--- src/rtl/dirPkg.sv ---
package dirPkg;
  typedef enum logic [1:0] {
    DIR_NONE  = 2'd0,
    DIR_SHRD  = 2'd1,
    DIR_OWNED = 2'd2
  } dirState_t;

  localparam logic [1:0] REQ_READ  = 2'd0;
  localparam logic [1:0] REQ_WRITE = 2'd1;
  localparam logic [1:0] REQ_WB    = 2'd2;

  localparam logic [1:0] MSG_DATA     = 2'd0;
  localparam logic [1:0] MSG_INV      = 2'd1;
  localparam logic [1:0] MSG_FETCH    = 2'd2;
  localparam logic [1:0] MSG_FETCHINV = 2'd3;

  typedef enum logic [1:0] {
    SEL_DATA  = 2'd0,
    SEL_INV   = 2'd1,
    SEL_FETCH = 2'd2
  } outSel_t;

  typedef struct packed {
    logic    capture;
    logic    clearInv;
    logic    takeOwner;
    logic    commit;
    logic    wbCommit;
    outSel_t outSel;
  } dirStrobe_t;
endpackage

--- src/rtl/dirHomeDatapath.sv ---
module dirHomeDatapath
  import dirPkg::*;
#(
  parameter int NUM_PROCS  = 4,
  parameter int NUM_BLOCKS = 8,
  parameter int DATA_W     = 16,
  localparam int PW = $clog2(NUM_PROCS),
  localparam int BW = $clog2(NUM_BLOCKS)
) (
  input  logic              clk,
  input  logic              rstN,
  input  dirStrobe_t        strobe,
  input  logic [1:0]        reqKind,
  input  logic [PW-1:0]     reqProc,
  input  logic [BW-1:0]     reqBlock,
  input  logic [DATA_W-1:0] reqData,
  input  logic [DATA_W-1:0] ownData,
  output dirState_t         curState,
  output logic [1:0]        curKind,
  output logic              invPending,
  output logic              invLast,
  output logic              wbLegal,
  output logic [1:0]        outKind,
  output logic [PW-1:0]     outProc,
  output logic [BW-1:0]     outBlock,
  output logic [DATA_W-1:0] outData
);
  logic [DATA_W-1:0]    memArr [NUM_BLOCKS];
  dirState_t            stArr  [NUM_BLOCKS];
  logic [NUM_PROCS-1:0] shArr  [NUM_BLOCKS];

  logic [1:0]           lKind;
  logic [PW-1:0]        lProc;
  logic [BW-1:0]        lBlock;
  logic [DATA_W-1:0]    lData;
  logic [NUM_PROCS-1:0] invMask;
  logic [DATA_W-1:0]    replyData;
  logic                 useOwner;

  logic [NUM_PROCS-1:0] inMask, reqMask;
  logic [PW-1:0]        invIdx, ownerIdx;

  function automatic logic [PW-1:0] lowestIdx(input logic [NUM_PROCS-1:0] vec);
    logic [PW-1:0] idx;
    idx = '0;
    for (int i = NUM_PROCS - 1; i >= 0; i--) begin
      if (vec[i]) idx = PW'(i);
    end
    return idx;
  endfunction

  always_comb begin
    inMask = '0;
    inMask[reqProc] = 1'b1;
    reqMask = '0;
    reqMask[lProc] = 1'b1;
  end

  assign invIdx     = lowestIdx(invMask);
  assign ownerIdx   = lowestIdx(shArr[lBlock]);
  assign invPending = |invMask;
  assign invLast    = ((invMask & (invMask - 1'b1)) == '0);
  assign curState   = stArr[lBlock];
  assign curKind    = lKind;
  assign wbLegal    = (stArr[lBlock] == DIR_OWNED) && shArr[lBlock][lProc];

  always_ff @(posedge clk) begin
    if (!rstN) begin
      lKind     <= REQ_READ;
      lProc     <= '0;
      lBlock    <= '0;
      lData     <= '0;
      invMask   <= '0;
      replyData <= '0;
      useOwner  <= 1'b0;
    end else begin
      if (strobe.capture) begin
        lKind    <= reqKind;
        lProc    <= reqProc;
        lBlock   <= reqBlock;
        lData    <= reqData;
        useOwner <= 1'b0;
        invMask  <= (reqKind == REQ_WRITE && stArr[reqBlock] == DIR_SHRD)
                    ? (shArr[reqBlock] & ~inMask) : '0;
      end
      if (strobe.clearInv) invMask[invIdx] <= 1'b0;
      if (strobe.takeOwner) begin
        replyData <= ownData;
        useOwner  <= 1'b1;
      end
    end
  end

  always_ff @(posedge clk) begin
    if (!rstN) begin
      for (int b = 0; b < NUM_BLOCKS; b++) begin
        memArr[b] <= '0;
        stArr[b]  <= DIR_NONE;
        shArr[b]  <= '0;
      end
    end else begin
      if (strobe.takeOwner && lKind == REQ_READ) memArr[lBlock] <= ownData;
      if (strobe.commit) begin
        if (lKind == REQ_READ) begin
          stArr[lBlock] <= DIR_SHRD;
          shArr[lBlock] <= shArr[lBlock] | reqMask;
        end else begin
          stArr[lBlock] <= DIR_OWNED;
          shArr[lBlock] <= reqMask;
        end
      end
      if (strobe.wbCommit) begin
        memArr[lBlock] <= lData;
        stArr[lBlock]  <= DIR_NONE;
        shArr[lBlock]  <= '0;
      end
    end
  end

  always_comb begin
    outBlock = lBlock;
    outData  = '0;
    outProc  = lProc;
    outKind  = MSG_DATA;
    case (strobe.outSel)
      SEL_INV: begin
        outKind = MSG_INV;
        outProc = invIdx;
      end
      SEL_FETCH: begin
        outKind = (lKind == REQ_READ) ? MSG_FETCH : MSG_FETCHINV;
        outProc = ownerIdx;
      end
      default: begin
        outData = useOwner ? replyData : memArr[lBlock];
      end
    endcase
  end
endmodule

--- src/rtl/dirHomeControl.sv ---
module dirHomeControl
  import dirPkg::*;
(
  input  logic       clk,
  input  logic       rstN,
  input  logic       reqValid,
  input  logic       outReady,
  input  logic       ownValid,
  input  dirState_t  curState,
  input  logic [1:0] curKind,
  input  logic       invPending,
  input  logic       invLast,
  input  logic       wbLegal,
  output logic       reqReady,
  output logic       outValid,
  output logic       ownReady,
  output logic       busy,
  output dirStrobe_t strobe
);
  typedef enum logic [2:0] {
    ST_IDLE, ST_DISPATCH, ST_INVAL, ST_FETCH, ST_WAITOWN, ST_REPLY
  } ctlState_t;

  ctlState_t state, nextState;

  always_ff @(posedge clk) begin
    if (!rstN) state <= ST_IDLE;
    else       state <= nextState;
  end

  always_comb begin
    nextState = state;
    strobe    = '0;
    strobe.outSel = SEL_DATA;
    reqReady  = 1'b0;
    outValid  = 1'b0;
    ownReady  = 1'b0;
    busy      = (state != ST_IDLE);
    case (state)
      ST_IDLE: begin
        reqReady = 1'b1;
        if (reqValid) begin
          strobe.capture = 1'b1;
          nextState = ST_DISPATCH;
        end
      end
      ST_DISPATCH: begin
        if (curKind != REQ_READ && curKind != REQ_WRITE) begin
          strobe.wbCommit = (curKind == REQ_WB) && wbLegal;
          nextState = ST_IDLE;
        end else if (curState == DIR_OWNED) begin
          nextState = ST_FETCH;
        end else if (invPending) begin
          nextState = ST_INVAL;
        end else begin
          nextState = ST_REPLY;
        end
      end
      ST_INVAL: begin
        outValid = 1'b1;
        strobe.outSel = SEL_INV;
        if (outReady) begin
          strobe.clearInv = 1'b1;
          if (invLast) nextState = ST_REPLY;
        end
      end
      ST_FETCH: begin
        outValid = 1'b1;
        strobe.outSel = SEL_FETCH;
        if (outReady) nextState = ST_WAITOWN;
      end
      ST_WAITOWN: begin
        ownReady = 1'b1;
        if (ownValid) begin
          strobe.takeOwner = 1'b1;
          nextState = ST_REPLY;
        end
      end
      ST_REPLY: begin
        outValid = 1'b1;
        strobe.outSel = SEL_DATA;
        if (outReady) begin
          strobe.commit = 1'b1;
          nextState = ST_IDLE;
        end
      end
      default: nextState = ST_IDLE;
    endcase
  end
endmodule

--- src/rtl/dirHome.sv ---
module dirHome
  import dirPkg::*;
#(
  parameter int NUM_PROCS  = 4,
  parameter int NUM_BLOCKS = 8,
  parameter int DATA_W     = 16,
  localparam int PW = $clog2(NUM_PROCS),
  localparam int BW = $clog2(NUM_BLOCKS)
) (
  input  logic              clk,
  input  logic              rstN,
  input  logic              reqValid,
  output logic              reqReady,
  input  logic [1:0]        reqKind,
  input  logic [PW-1:0]     reqProc,
  input  logic [BW-1:0]     reqBlock,
  input  logic [DATA_W-1:0] reqData,
  output logic              outValid,
  input  logic              outReady,
  output logic [1:0]        outKind,
  output logic [PW-1:0]     outProc,
  output logic [BW-1:0]     outBlock,
  output logic [DATA_W-1:0] outData,
  input  logic              ownValid,
  output logic              ownReady,
  input  logic [DATA_W-1:0] ownData,
  output logic              busy
);
  dirStrobe_t strobe;
  dirState_t  curState;
  logic [1:0] curKind;
  logic       invPending, invLast, wbLegal;

  dirHomeControl u_ctl (
    .clk(clk), .rstN(rstN), .reqValid(reqValid), .outReady(outReady),
    .ownValid(ownValid), .curState(curState), .curKind(curKind),
    .invPending(invPending), .invLast(invLast), .wbLegal(wbLegal),
    .reqReady(reqReady), .outValid(outValid), .ownReady(ownReady),
    .busy(busy), .strobe(strobe)
  );

  dirHomeDatapath #(
    .NUM_PROCS(NUM_PROCS), .NUM_BLOCKS(NUM_BLOCKS), .DATA_W(DATA_W)
  ) u_dp (
    .clk(clk), .rstN(rstN), .strobe(strobe), .reqKind(reqKind),
    .reqProc(reqProc), .reqBlock(reqBlock), .reqData(reqData),
    .ownData(ownData), .curState(curState), .curKind(curKind),
    .invPending(invPending), .invLast(invLast), .wbLegal(wbLegal),
    .outKind(outKind), .outProc(outProc), .outBlock(outBlock),
    .outData(outData)
  );
endmodule

--- config.mk ---
export PLATFORM = sky130hd
export DESIGN_NAME = dirHome
export DESIGN_NICKNAME = d
export VERILOG_FILES = /design/src/rtl/dirPkg.sv /design/src/rtl/dirHomeDatapath.sv /design/src/rtl/dirHomeControl.sv /design/src/rtl/dirHome.sv
export SDC_FILE = /design/constraint.sdc
export NUM_CORES = 1
export LEC_CHECK = 0
export ABC_AREA = 1
export BUFFER_PORTS_ARGS = -buffer_cell sky130_fd_sc_hd__buf_2
export CAP_MARGIN = 20
export CORE_MARGIN = 10
export CORE_UTILIZATION = 48
export CTS_CLUSTER_SIZE = 30
export DETAILED_ROUTE_END_ITERATION = 10
export GPL_ROUTABILITY_DRIVEN = 0
export PLACE_DENSITY = 0.65
export SYNTH_ARGS = -nofsm -noshare
export SYNTH_HDL_FRONTEND = slang
export SYNTH_SLANG_ARGS = --single-unit
export TNS_END_PERCENT = 50
--- constraint.sdc ---
create_clock -name clk -period 7.6 [get_ports clk]
set_clock_uncertainty 0.2 [all_clocks]
set_input_delay 1.14 -clock clk [delete_from_list [all_inputs] [get_ports clk]]
set_output_delay 1.14 -clock clk [all_outputs]
set_load 0.03 [all_outputs]
Yosys cells after proc, flatten, opt, wreduce, memory -nomap -nowiden

Memories as Yosys holds them, arrays and structs flattened. A register that Yosys moved wholly into a read port is not among the register bits.
Index checks and enable logic that the tools add are counted.

Memories kept: 3
Output and inout bits: 27
Input port bits: 44
RAM bits: 176
Flip-flop bits (word level): 47
Logic and storage cells: 153

Memories:

| memory      | depth | width | read ports | clocked after memory_dff | wr ports | line                  | source |
|---|---|---|---|---|---|---|---|
| u_dp.memArr | 8     | 16    | 1          | 1                        | 8        | dirHomeDatapath.sv:28 | `logic [DATA_W-1:0] memArr [NUM_BLOCKS];` |
| u_dp.shArr  | 8     | 4     | 2          | 1                        | 8        | dirHomeDatapath.sv:30 | `logic [NUM_PROCS-1:0] shArr [NUM_BLOCKS];` |
| u_dp.stArr  | 8     | 2     | 2          | 1                        | 8        | dirHomeDatapath.sv:29 | `dirState_t stArr [NUM_BLOCKS];` |

Multiplexer cells: 85
Magnitude comparators: 6
Equality and inequality tests: 18
Bitwise logic cells: 11
Reduce and logical (&&, ||, !) cells: 21
$add $sub $neg: 1

Operators with widths:

| kind                                                                  | count |
|---|---|
| 16-bit two-way mux                                                    | 4 |
| 3-bit two-way mux                                                     | 18 |
| 1-bit two-way mux                                                     | 37 |
| 4-bit two-way mux                                                     | 7 |
| 2-bit two-way mux                                                     | 11 |
| 3-bit one-hot mux with 6 select lines                                 | 1 |
| 16-bit OR reduction                                                   | 1 |
| 4-bit AND                                                             | 3 |
| 2-bit != test, second input constant                                  | 6 |
| 2-bit one-hot mux with 2 select lines                                 | 3 |
| 2-bit by 3-bit < comparator with 1-bit output, second input constant  | 3 |
| 1-bit logical AND                                                     | 8 |
| 4-bit inverter                                                        | 2 |
| 4-bit OR reduction                                                    | 2 |
| 1-bit demux with 2-bit select                                         | 3 |
| 2-bit by 1-bit == test with 1-bit output, second input constant       | 3 |
| 2-bit == test, second input constant                                  | 3 |
| 3-bit by 2-bit == test with 1-bit output, second input constant       | 2 |
| 3-bit == test, second input constant                                  | 2 |
| 2-bit by 1-bit >= comparator with 1-bit output, second input constant | 3 |
| 6-bit AND reduction                                                   | 1 |
| 1-bit OR                                                              | 5 |
| 4-bit logical NOT                                                     | 1 |
| 4-bit OR                                                              | 1 |
| 10 further kinds                                                      | 12 |

Depth between registers and ports, before layout

Gate-level depths: netlist of the first run.

Depth in word-level cells: 12
Depth in mapped cells: 16

Hierarchy

Synthesis of the first run repeated with hierarchy kept, for this count alone.

Cell total of the unflattened synthesis: 1,279
Area total of the unflattened synthesis: 10,934.2 um2

Modules (own cells, without submodules):

| module          | instances | area an instance (um2) | cells each |
|---|---|---|---|
| dirHomeDatapath | 1         | 10,605.2               | 1,217 |
| dirHomeControl  | 1         | 329.1                  | 62 |

Least setup slack after synthesis of the first run

Ideal clock, no wire load.

Path kind: register -> output
From: register u_ctl.state[1]
To: output outProc[1]
Data required time: 6.260 ns
Arrival: 1.857 ns
Cell stages (with the launch flop): 9
Path slack: 4.403 ns
Path through: dfxtp_1 > inv_1 > nor2_1 > nand2_1 > inv_1 > ha_1 > a21boi_0 > a31oi_1 > a21oi_1

Longest elaborated chain between the ends: 4
Elaborated cells on any way between the ends: 6
Classes of those cells: eq/ne: 4; mux: 2

RTL lines:

| what                                                                      | line                   | source |
|---|---|---|
| start, declared                                                           | dirHomeControl.sv:24   | `ctlState_t state, nextState;` |
| start signal, assigned                                                    | dirHomeControl.sv:28   | `else state <= nextState;` |
| 3-bit by 2-bit == test with 1-bit output                                  | dirHomeControl.sv:39   | `case (state)` |
| 2-bit one-hot mux with 2 select lines (*)                                 | dirHomeControl.sv:39   |  |
| 2-bit == test or 2-bit by 1-bit == test with 1-bit output (tied branches) | dirHomeDatapath.sv:125 | `case (strobe.outSel)` |
| 2-bit one-hot mux with 2 select lines (*)                                 | dirHomeDatapath.sv:125 |  |
| end, declared                                                             | dirHome.sv:21          | `output logic [PW-1:0] outProc,` |

Mark *: on every way between the ends. The rest lies on a longest branch, timed or not.

==> flow_metrics.env, run 1 <==
export IMPL_nFillCells=2213
export IMPL_regArea_sq_mm=0.00629
export IMPL_yosys_area_top_type="edfxtp_1"
export IMPL_maxSlewHeadroom_pct=27.8
export IMPL_drv_slew=0
export IMPL_drc_errors=0
export IMPL_seq_area_frac_synth_pct=55.7
export IMPL_start_util_pct=48.4
export IMPL_io_pins=71
export IMPL_syn_to_final_growth_pct=11.2
export IMPL_synth_top_area_share_pct=46.8
export IMPL_cp_required_ns=6.26
export IMPL_cp_arrival_ns=3.25
export IMPL_synthesis_nets=1366
export IMPL_ys_warnings_count=0
export IMPL_fin_crit_sh_pct=60.4
export IMPL_grt_pass1_vias=8877
export IMPL_hold_viol=0
export IMPL_path_class="register to primary output"
export IMPL_drive_above_1_share_pct=11.0
export IMPL_grt_max_degree=104
export IMPL_design_power_total_mw=4.00
export IMPL_p_clk_share_pct=27.8
export IMPL_finalCriticalPeriod_ns=4.59
export IMPL_switching_share_pct=39.3
export IMPL_ant_nets=0
export IMPL_slowest_stage="buf_4"
export IMPL_endpoint_kind="primary output"
export IMPL_fp_row_count=56
export IMPL_maxCapViolCount=0
export IMPL_hold_class="register to register"
export IMPL_die_area_sq_mm=0.0300
export IMPL_io_buffers=70
export IMPL_grt_pass1_wl_um=51700
export IMPL_power_frac_seq_pct=37.5
export IMPL_htree_levels=1
export IMPL_postCtsHoldBufs=0
export IMPL_min_path_cells=2
export IMPL_drt_iter0_drc=1081
export IMPL_drt_wl_total_um=34000
export IMPL_outcome="completed"
export IMPL_fmax_mhz=218
export IMPL_antenna_found_initial=0
export IMPL_cp_max_fo=103
export IMPL_clock_path_buffers=3
export IMPL_setup_violations=0
export IMPL_clk_pin_slew_ns=0.06
export IMPL_postSynthCellCount=1319
export IMPL_rr_worst_depth=13
export IMPL_clock_latency_ns=0.52
export IMPL_first_pass_iters=6
export IMPL_comb_power_share_pct=34.7
export IMPL_synth_avg_cell_area_sq_um=8.56
export IMPL_vias=9436
export IMPL_start_kind="register"
export IMPL_peakVddDrop_v=0.000268
export IMPL_fp_dieH_um=173
export IMPL_clock_sinks=226
export IMPL_fin_nets=1399
export IMPL_powerDensity_mw_per_mm2=319
export IMPL_max_stage_delay_ns=0.74
export IMPL_ys_top_cells_by_area="edfxtp_1 (47%), dfxtp_1 (8.9%), nor2_1 (6.9%)"
export IMPL_syn_area_sq_mm=0.0113
export IMPL_multi_input_area_sq_mm=0.00401
export IMPL_tightest_slew_ns=1.08
export IMPL_routedWlPerCell_um=20.2
export IMPL_cts_resized=0
export IMPL_fin_setup_tns_ns=0
export IMPL_antennaDiodeCount=0
export IMPL_dp_hpwl_um=23100
export IMPL_synthDistinctLibCells=34
export IMPL_numCtsBuffers=24
export IMPL_die_x_um=173
export IMPL_rsz0062_at_grt="no"
export IMPL_worstPathCellList="buf_4 > inv_2 > buf_12 > nor2_1 > o22ai_1 > nand2_1 > nand3_1 > o211ai_1 > inv_1 > buf_2"
export IMPL_viasPerCell=5.59
export IMPL_synth_seq_cells=226
export IMPL_leakage_nw=5.48
export IMPL_root_buffer="clkbuf_16"
export IMPL_tritoncts="yes"
export IMPL_p_int_mw=2.43
export IMPL_p_switching_mw=1.57
export IMPL_grt_ovfl_total=0
export IMPL_cts_setup_buffers=0
export IMPL_core_sq_mm=0.0233
export IMPL_grt_total_usage_pct=22.0
## cell families after synthesis
| kind of cell | share of synthesized area, % |
|---|---|
| buffers and inverters | 8.86 |
| AO/OA/AOI/OAI | 11.3 |
| AND/OR/NAND/NOR | 23.8 |
| flip-flops | 55.7 |
| adder cells (fa/ha/maj) | 0.333 |
## per-stage QoR
| step | area [sq um] | utilization [%] | worst slack (ns) | hold WS (ns) | cells |
|---|---|---|---|---|---|
| after floorplan | 11300 | - | 4.40 | 0.230 | 1319 |
| after global placement | 11800 | 50.5 | 3.23 | 0.241 | 1644 |
| after detailed placement | 11800 | 50.5 | 3.13 | 0.249 | 1644 |
| after CTS | 12500 | 53.7 | 2.80 | 0.257 | 1686 |
| after global routing | 12500 | 53.8 | 2.77 | 0.284 | 1687 |
| final | 12500 | 53.8 | 3.01 | 0.256 | 1687 |
## worst paths after layout
path	startpoint	endpoint	slack, ns
setup / recovery	register	outData[9]	3.01
hold / removal	u_dp.lData[15]	u_dp.lData[15]	0.26
setup reg to reg	register	u_dp.memArr[2][12]	3.40
hold reg to reg	u_dp.lData[15]	u_dp.lData[15]	0.26
## Yosys cell counts
master      n
dfxtp_1    50
o21ai_0   105
o211ai_1   17
nor2_4      1
ha_1        3
nand4_1    43
nor3_1     11
buf_6       2
nor2_1    206
nand2_8     1
buf_2      10
buf_1       7
o221ai_1    4
nand3b_1    2
nand3_1   120
inv_2       3
a21boi_0    1
nand2_2    12
or2_2       1
o22ai_1    21
nand2_1   202
a22oi_1     1
buf_4      11
nor3_2      1
a31oi_1     4
nor2_2      1
edfxtp_1  176
clkinv_1    2
o21ai_4     1
a21oi_1    77
o21ai_1     2
clkbuf_1   48
nand2_4     8
inv_1     165
## power by group through the flow
stage	clock, mW	sequential, mW	combinational [mW]
2_1_floorplan	0	1.51	0.946
3_3_place_gp	0	1.52	1.37
3_5_place_dp	0	1.52	1.37
4_1_cts	1.12	1.50	1.38
5_1_grt	1.17	1.51	1.52
6_report	1.11	1.50	1.39
## worst max-delay path, delay by kind of cell, from the launching register on
family / cells / cell delay [ns]
AND/OR/NAND/NOR: 3 / 0.36
buffers and inverters: 5 / 1.64
flip-flops: 1 / 0.31
AO/OA/AOI/OAI: 2 / 0.35
## sequential cells by signal, indices dropped and copies added, names as in the netlist, named ones only
name            cells
u_dp.invMask        4
u_dp.shArr         32
u_dp.curKind        2
u_dp.outBlock       3
u_dp.lData         16
u_dp.useOwner       1
u_dp.lProc          2
u_dp.stArr         16
u_dp.replyData     16
u_ctl.state         3
u_dp.memArr       128
## layer usage
metal  wire length, um  vias up  global-route usage [%]
met1             13200     4411                    27.0
li1                  -     4498                       -
met2             17100      450                    39.0
met3              2550       77                    3.03
met4              1100        0                    6.54
met5                 0        -                       0
## cell usage in the layout, fill, tap and decap left out, drive strengths merged
| cell | synthesis | layout |
|---|---|---|
| a21boi | 1 | 1 |
| a21oi | 77 | 77 |
| a22oi | 1 | 1 |
| a31oi | 4 | 4 |
| buf | 30 | 85 |
| clkbuf | 48 | 34 |
| clkinv | 2 | 10 |
| dfxtp | 50 | 50 |
| edfxtp | 176 | 176 |
| ha | 3 | 3 |
| inv | 168 | 168 |
| nand2 | 223 | 223 |
| nand3 | 120 | 120 |
| nand3b | 2 | 2 |
| nand4 | 43 | 43 |
| nor2 | 208 | 208 |
| nor3 | 12 | 12 |
| o211ai | 17 | 17 |
| o21ai | 108 | 108 |
| o221ai | 4 | 4 |
| o22ai | 21 | 21 |
| or2 | 1 | 1 |
## area by class of cell
class,instances,share of cell area (%)
repair buffers,85,3.79
multi-input cells,845,32.0
inverters,170,5.08
clock buffers,34,5.57
well taps,319,3.18
clock inverters,8,0.309
flip-flops and latches,226,50.1
Note: power is estimated with default switching activity, not from simulation.
==> run 2, diff against run 1 <==
Settings changed: PLACE_DENSITY 0.65 to 0.68.
Clock period 7.6 ns to 4.1 ns, I/O delays scaled along.
==> run 2 against run 1 <==
- sequential share of layout area shrank 0.46 points
- die area is the same
- combinational power grew 86%
- cell area grew 0.93%
- sequential power grew 85%
- total power grew 86%
- register-to-register slack lost 2.6 ns
- global-route usage shrank 0.66 points
- via count grew 2.7%
- critical endpoint is now outProc[1]
- largest cell class unchanged
==> flow_metrics.env, run 2 (synthesized netlist as in run 1, its figures left out) <==
export IMPL_dp_hpwl_um=22200
export IMPL_tritoncts="yes"
export IMPL_drt_wl_total_um=33500
export IMPL_drc_errors=0
export IMPL_die_x_um=173
export IMPL_start_util_pct=48.4
export IMPL_drive_above_1_share_pct=11.9
export IMPL_drt_iter0_drc=1207
export IMPL_ff2ff_setup_slack_ns=0.78
export IMPL_io_pins=71
export IMPL_root_buffer="clkbuf_16"
export IMPL_powerDensity_mw_per_mm2=588
export IMPL_antennaDiodeCount=0
export IMPL_peakVddDrop_v=0.000525
export IMPL_regArea_sq_mm=0.00629
export IMPL_finalCriticalPeriod_ns=3.68
export IMPL_dp_cells=1661
export IMPL_hold_ws_ns=0.168
export IMPL_rsz0062_at_grt="no"
export IMPL_fin_setup_tns_ns=0
export IMPL_hold_class="input port to register"
export IMPL_fp_row_count=56
export IMPL_htree_levels=1
export IMPL_core_sq_mm=0.0233
export IMPL_endpoint_kind="primary output"
export IMPL_layout_commonest_cell="nor2_1"
export IMPL_utilization_pct=54.3
export IMPL_path_class="register to primary output"
export IMPL_nFillCells=2137
export IMPL_fin_crit_sh_pct=89.8
export IMPL_final_cell_mix="nor2_1 (205), nand2_1 (202), edfxtp_1 (176), inv_1 (165), nand3_1 (120)"
export IMPL_numCtsBuffers=24
export IMPL_routedWlPerCell_um=19.6
export IMPL_clk_pin_slew_ns=0.06
export IMPL_fin_nets=1415
export IMPL_leakage_nw=5.55
export IMPL_viasPerCell=5.68
export IMPL_fmax_mhz=272
export IMPL_cp_max_fo=19
export IMPL_vias=9690
export IMPL_grt_ovfl_total=0
export IMPL_grt_pass1_vias=9222
export IMPL_maxCapViolCount=0
export IMPL_tightest_slew_ns=0.974
export IMPL_rr_endpoint="u_dp.memArr[3][8]"
export IMPL_clock_path_buffers=3
export IMPL_die_area_sq_mm=0.0300
export IMPL_crit_path_end="outProc[1]"
export IMPL_largest_register_ff_count=128
export IMPL_cp_startpoint="u_ctl.state[1]"
export IMPL_cp_required_ns=3.28
export IMPL_reg_largest_list="u_dp.memArr x128, u_dp.shArr x32"
export IMPL_postCtsHoldBufs=0
export IMPL_start_kind="register"
export IMPL_syn_to_final_growth_pct=12.2
export IMPL_hold_viol=0
export IMPL_grt_pass1_wl_um=51800
export IMPL_antenna_found_initial=0
export IMPL_regMostFlops="u_dp.memArr"
export IMPL_grt_max_degree=61
export IMPL_drv_slew=0
export IMPL_clock_latency_ns=0.53
export IMPL_grt_total_usage_pct=21.3
export IMPL_fp_dieH_um=173
export IMPL_ant_nets=0
export IMPL_stdcell_count=1705
export IMPL_cts_resized=0
export IMPL_outcome="completed"
export IMPL_setup_violations=0
export IMPL_cts_setup_buffers=0
export IMPL_first_pass_iters=7
export IMPL_clock_sinks=226
export IMPL_io_buffers=70
export IMPL_rr_worst_depth=11
export IMPL_maxSlewHeadroom_pct=34.5
export IMPL_cp_arrival_ns=2.87
export IMPL_multi_input_area_sq_mm=0.00400
## run 2: worst min-delay path by stage
stage	start	to	slack (ns)	cells past startpoint
5_1_grt	reqData[1]	u_dp.lData[1]	0.17	3
3_5_place_dp	u_dp.lData[5]	u_dp.lData[5]	0.25	2
2_1_floorplan	u_dp.lData[10]	u_dp.lData[10]	0.23	2
3_3_place_gp	u_dp.lData[13]	u_dp.lData[13]	0.24	2
6_report	ownData[3]	u_dp.replyData[3]	0.17	3
4_1_cts	ownData[3]	u_dp.replyData[3]	0.16	3
## run 2: stage by stage
stage / area [sq um] / setup WS, ns / total power, mW
2_1_floorplan: 11300 / 1.43 / 4.55
4_1_cts: 12700 / 0.425 / 7.42
3_3_place_gp: 11900 / 0.930 / 5.33
6_report: 12700 / 0.417 / 7.45
5_1_grt: 12700 / 0.243 / 7.80
3_5_place_dp: 11900 / 0.829 / 5.35
## run 2: area by class of cell
class	instances	area share, %
inverter	170	5.04
clock inverter	12	0.761
sequential	226	49.6
timing repair buffer	101	4.60
clock buffer	32	5.22
tap	319	3.15
multi-input combinational	845	31.6
## run 2: layer usage
layer	up-vias	GRT usage, %	wire length [um]
met2	482	34.4	15700
met4	0	6.79	822
li1	4540	-	-
met5	-	0	0
met3	63	3.05	2830
met1	4605	28.9	14100
## run 2: critical path: stages (launching register included)
cell and delay, ns:
dfxtp_1 0.33, inv_1 0.10, nor2_1 0.13, nand2_1 0.11, ha_1 0.92, inv_1 0.16, o21ai_0 0.15, a31oi_1 0.06
a21oi_1 0.13, buf_2 0.23
## run 2: power by group
part / leakage [nW] / internal, mW / total, mW / switching [mW]
clock: 0.370 / 1.20 / 2.11 / 0.908
combinational: 2.96 / 0.674 / 2.58 / 1.90
sequential: 2.23 / 2.66 / 2.77 / 0.107
==> run 3, diff against run 2 <==
Settings changed: ABC_AREA 1 to unset.
==> run 3 against run 2 <==
- sequential cell count unchanged
- highest routed layer unchanged
- via count increased by 2.1%
- critical path type unchanged
- wire length increased by 7.0%
==> flow_metrics.env, run 3 <==
export IMPL_outcome="completed"
export IMPL_grt_ovfl_total=0
export IMPL_synth_seq_cells=226
export IMPL_fmax_mhz=268
export IMPL_syn_to_final_growth_pct=11.1
export IMPL_yosysMostFrequentCell="edfxtp_1"
export IMPL_peakVddDrop_v=0.000520
export IMPL_cts_setup_buffers=0
export IMPL_grt_max_degree=104
export IMPL_layout_commonest_cell="edfxtp_1"
export IMPL_drive_above_1_share_pct=19.1
export IMPL_start_kind="register"
export IMPL_drc_errors=0
export IMPL_root_buffer="clkbuf_16"
export IMPL_rr_worst_depth=6
export IMPL_io_pins=71
export IMPL_fin_crit_sh_pct=91.0
export IMPL_seq_area_frac_synth_pct=50.4
export IMPL_synthFlopType="edfxtp_1"
export IMPL_power_frac_seq_pct=37.9
export IMPL_synthDistinctLibCells=63
export IMPL_ant_nets=0
export IMPL_synth_edf_count=176
export IMPL_critical_path_buf_inv_count=2
export IMPL_maxSlewHeadroom_pct=23.5
export IMPL_switching_share_pct=37.2
export IMPL_regMostFlops="u_dp.memArr"
export IMPL_p_int_mw=4.76
export IMPL_dp_hpwl_um=22500
export IMPL_placed_area_sq_mm=0.0130
export IMPL_comb_power_share_pct=29.8
export IMPL_finalCriticalPeriod_ns=3.73
export IMPL_numCtsBuffers=25
export IMPL_worstPathCellList="buf_4 > mux4_2 > mux2i_1 > o21ai_0 > and2_1 > buf_2"
export IMPL_yosys_top_cells_count="edfxtp_1 (176), nand2_1 (125), o21ai_0 (121), clkbuf_1 (118), nand3_1 (105)"
export IMPL_ys_warnings_count=0
export IMPL_nFillCells=2207
export IMPL_reg_largest_list="u_dp.memArr x128, u_dp.shArr x32"
export IMPL_cp_required_ns=3.28
export IMPL_maxCapViolCount=0
export IMPL_cp_arrival_ns=2.92
export IMPL_tightest_slew_ns=1.15
export IMPL_fp_dieH_um=181
export IMPL_largest_register_ff_count=128
export IMPL_crit_cells=6
export IMPL_min_from="reqData[15]"
export IMPL_hold_ws_ns=0.125
export IMPL_io_buffers=70
export IMPL_p_switching_mw=2.82
export IMPL_core_sq_mm=0.0254
export IMPL_drt_iter0_drc=1229
export IMPL_die_x_um=181
export IMPL_syn_area_sq_mm=0.0125
export IMPL_hold_viol=0
export IMPL_ff2ff_setup_slack_ns=0.67
export IMPL_clock_latency_ns=0.54
export IMPL_synth_top_area_share_pct=42.4
export IMPL_final_cell_mix="edfxtp_1 (176), nand2_1 (125), o21ai_0 (121), nand3_1 (105), nand4_1 (101)"
export IMPL_drv_slew=0
export IMPL_grt_total_usage_pct=20.9
export IMPL_slowest_stage="mux4_2"
export IMPL_cp_max_fo=25
export IMPL_utilization_pct=54.6
export IMPL_grt_pass1_wl_um=55300
export IMPL_fin_setup_tns_ns=0
export IMPL_synth_avg_cell_area_sq_um=10.4
export IMPL_start_util_pct=49.1
export IMPL_yosys_area_top_type="edfxtp_1"
export IMPL_synthesis_nets=1250
export IMPL_tritoncts="yes"
export IMPL_fin_area_sq_mm=0.0139
export IMPL_htree_levels=1
export IMPL_p_clk_share_pct=32.3
export IMPL_grt_pass1_vias=9439
export IMPL_clk_pin_slew_ns=0.06
export IMPL_path_class="register to primary output"
export IMPL_rsz0062_at_grt="no"
export IMPL_antenna_found_initial=1
export IMPL_clock_sinks=226
export IMPL_rr_endpoint="u_dp.shArr[5][0]"
export IMPL_drt_wl_total_um=35800
export IMPL_postCtsHoldBufs=0
export IMPL_routedWlPerCell_um=23.2
export IMPL_max_stage_delay_ns=0.58
export IMPL_critical_path_top_delay_family="multiplexers"
export IMPL_clock_path_buffers=3
export IMPL_viasPerCell=6.42
export IMPL_postSynthCellCount=1203
export IMPL_vias=9896
export IMPL_setup_violations=0
export IMPL_cts_resized=0
export IMPL_endpoint_kind="primary output"
export IMPL_ys_top_cells_by_area="edfxtp_1 (42%), dfxtp_1 (8.0%), mux4_2 (7.4%)"
export IMPL_leakage_nw=4.59
export IMPL_fp_row_count=58
export IMPL_min_path_cells=3
export IMPL_async_flop_share_pct=0
export IMPL_powerDensity_mw_per_mm2=547
export IMPL_first_pass_iters=7
export IMPL_hold_class="input port to register"
export IMPL_fin_nets=1238
export IMPL_hold_end="u_dp.lData[15]"
export IMPL_die_area_sq_mm=0.0328
-- run 3: changes by cell type after synthesis, moves of 39 or more --
cell / change
inv_1: -151
nor2_1: -141
nand2_1: -77
a21oi_1: -70
clkbuf_1: +70
nand4_1: +58
mux4_2: +41
a21boi_0: +39
-- run 3: worst max-delay path by stage --
| stage | end | start | slack (ns) |
|---|---|---|---|
| floorplan | u_dp.memArr[6][0] | register | 0.67 |
| global placement | u_dp.shArr[6][0] | register | 0.76 |
| detailed placement | u_dp.shArr[6][1] | register | 0.72 |
| CTS | outData[6] | register | 0.37 |
| global route | outData[6] | register | 0.25 |
| finish | outData[6] | register | 0.37 |
-- run 3: power groups by stage --
stage	registers, mW	clock network [mW]	logic, mW
final	2.88	2.45	2.25
after global routing	2.90	2.56	2.43
after CTS	2.87	2.46	2.24
after detailed placement	2.91	0	2.24
after global placement	2.91	0	2.22
after floorplan	2.74	0	1.73
-- run 3: worst min-delay path, delay by kind of cell --
family | cells | cell delay, ns
buffers and inverters | 1 | 0.10
AOI/OAI and AO/OA | 1 | 0.06
and+or+nand+nor | 1 | 0.04
-- run 3: area by class of cell --
class	count	area, sq um	share of cell area [%]
Antenna cell	1	2.50	0.0181
Tap cell	330	413	2.98
Sequential cell	226	6290	45.4
Clock inverter	19	250	1.81
Timing Repair Buffer	111	671	4.84
Inverter	14	52.6	0.379
Multi-Input combinational cell	813	5540	40.0
Clock buffer	27	633	4.57
-- run 3: routing by layer --
metal  vias up  routed length (um)  track usage, %
met5         -                   0               0
met1      4825               15100            28.9
met4         0                 653            4.82
met3        56                3530            4.52
met2       509               16500            32.8
li1       4506                   -               -
-- run 3: cell families after synthesis --
logic type | Yosys count | share of synthesized area, %
compound gates | 251 | 13.3
xor+xnor | 1 | 0.0703
mux | 79 | 10.6
buf+inv | 164 | 5.45
fa+ha+maj | 4 | 0.381
simple gates | 478 | 19.8
flops | 226 | 50.4
-- run 3: per-stage QoR --
stage / setup slack [ns] / power (mW) / cells
detailed placement: 0.723 / 5.15 / 1494
global route: 0.253 / 7.88 / 1540
finish: 0.369 / 7.58 / 1541
global placement: 0.758 / 5.12 / 1494
CTS: 0.368 / 7.57 / 1540
floorplan: 0.668 / 4.47 / 1203
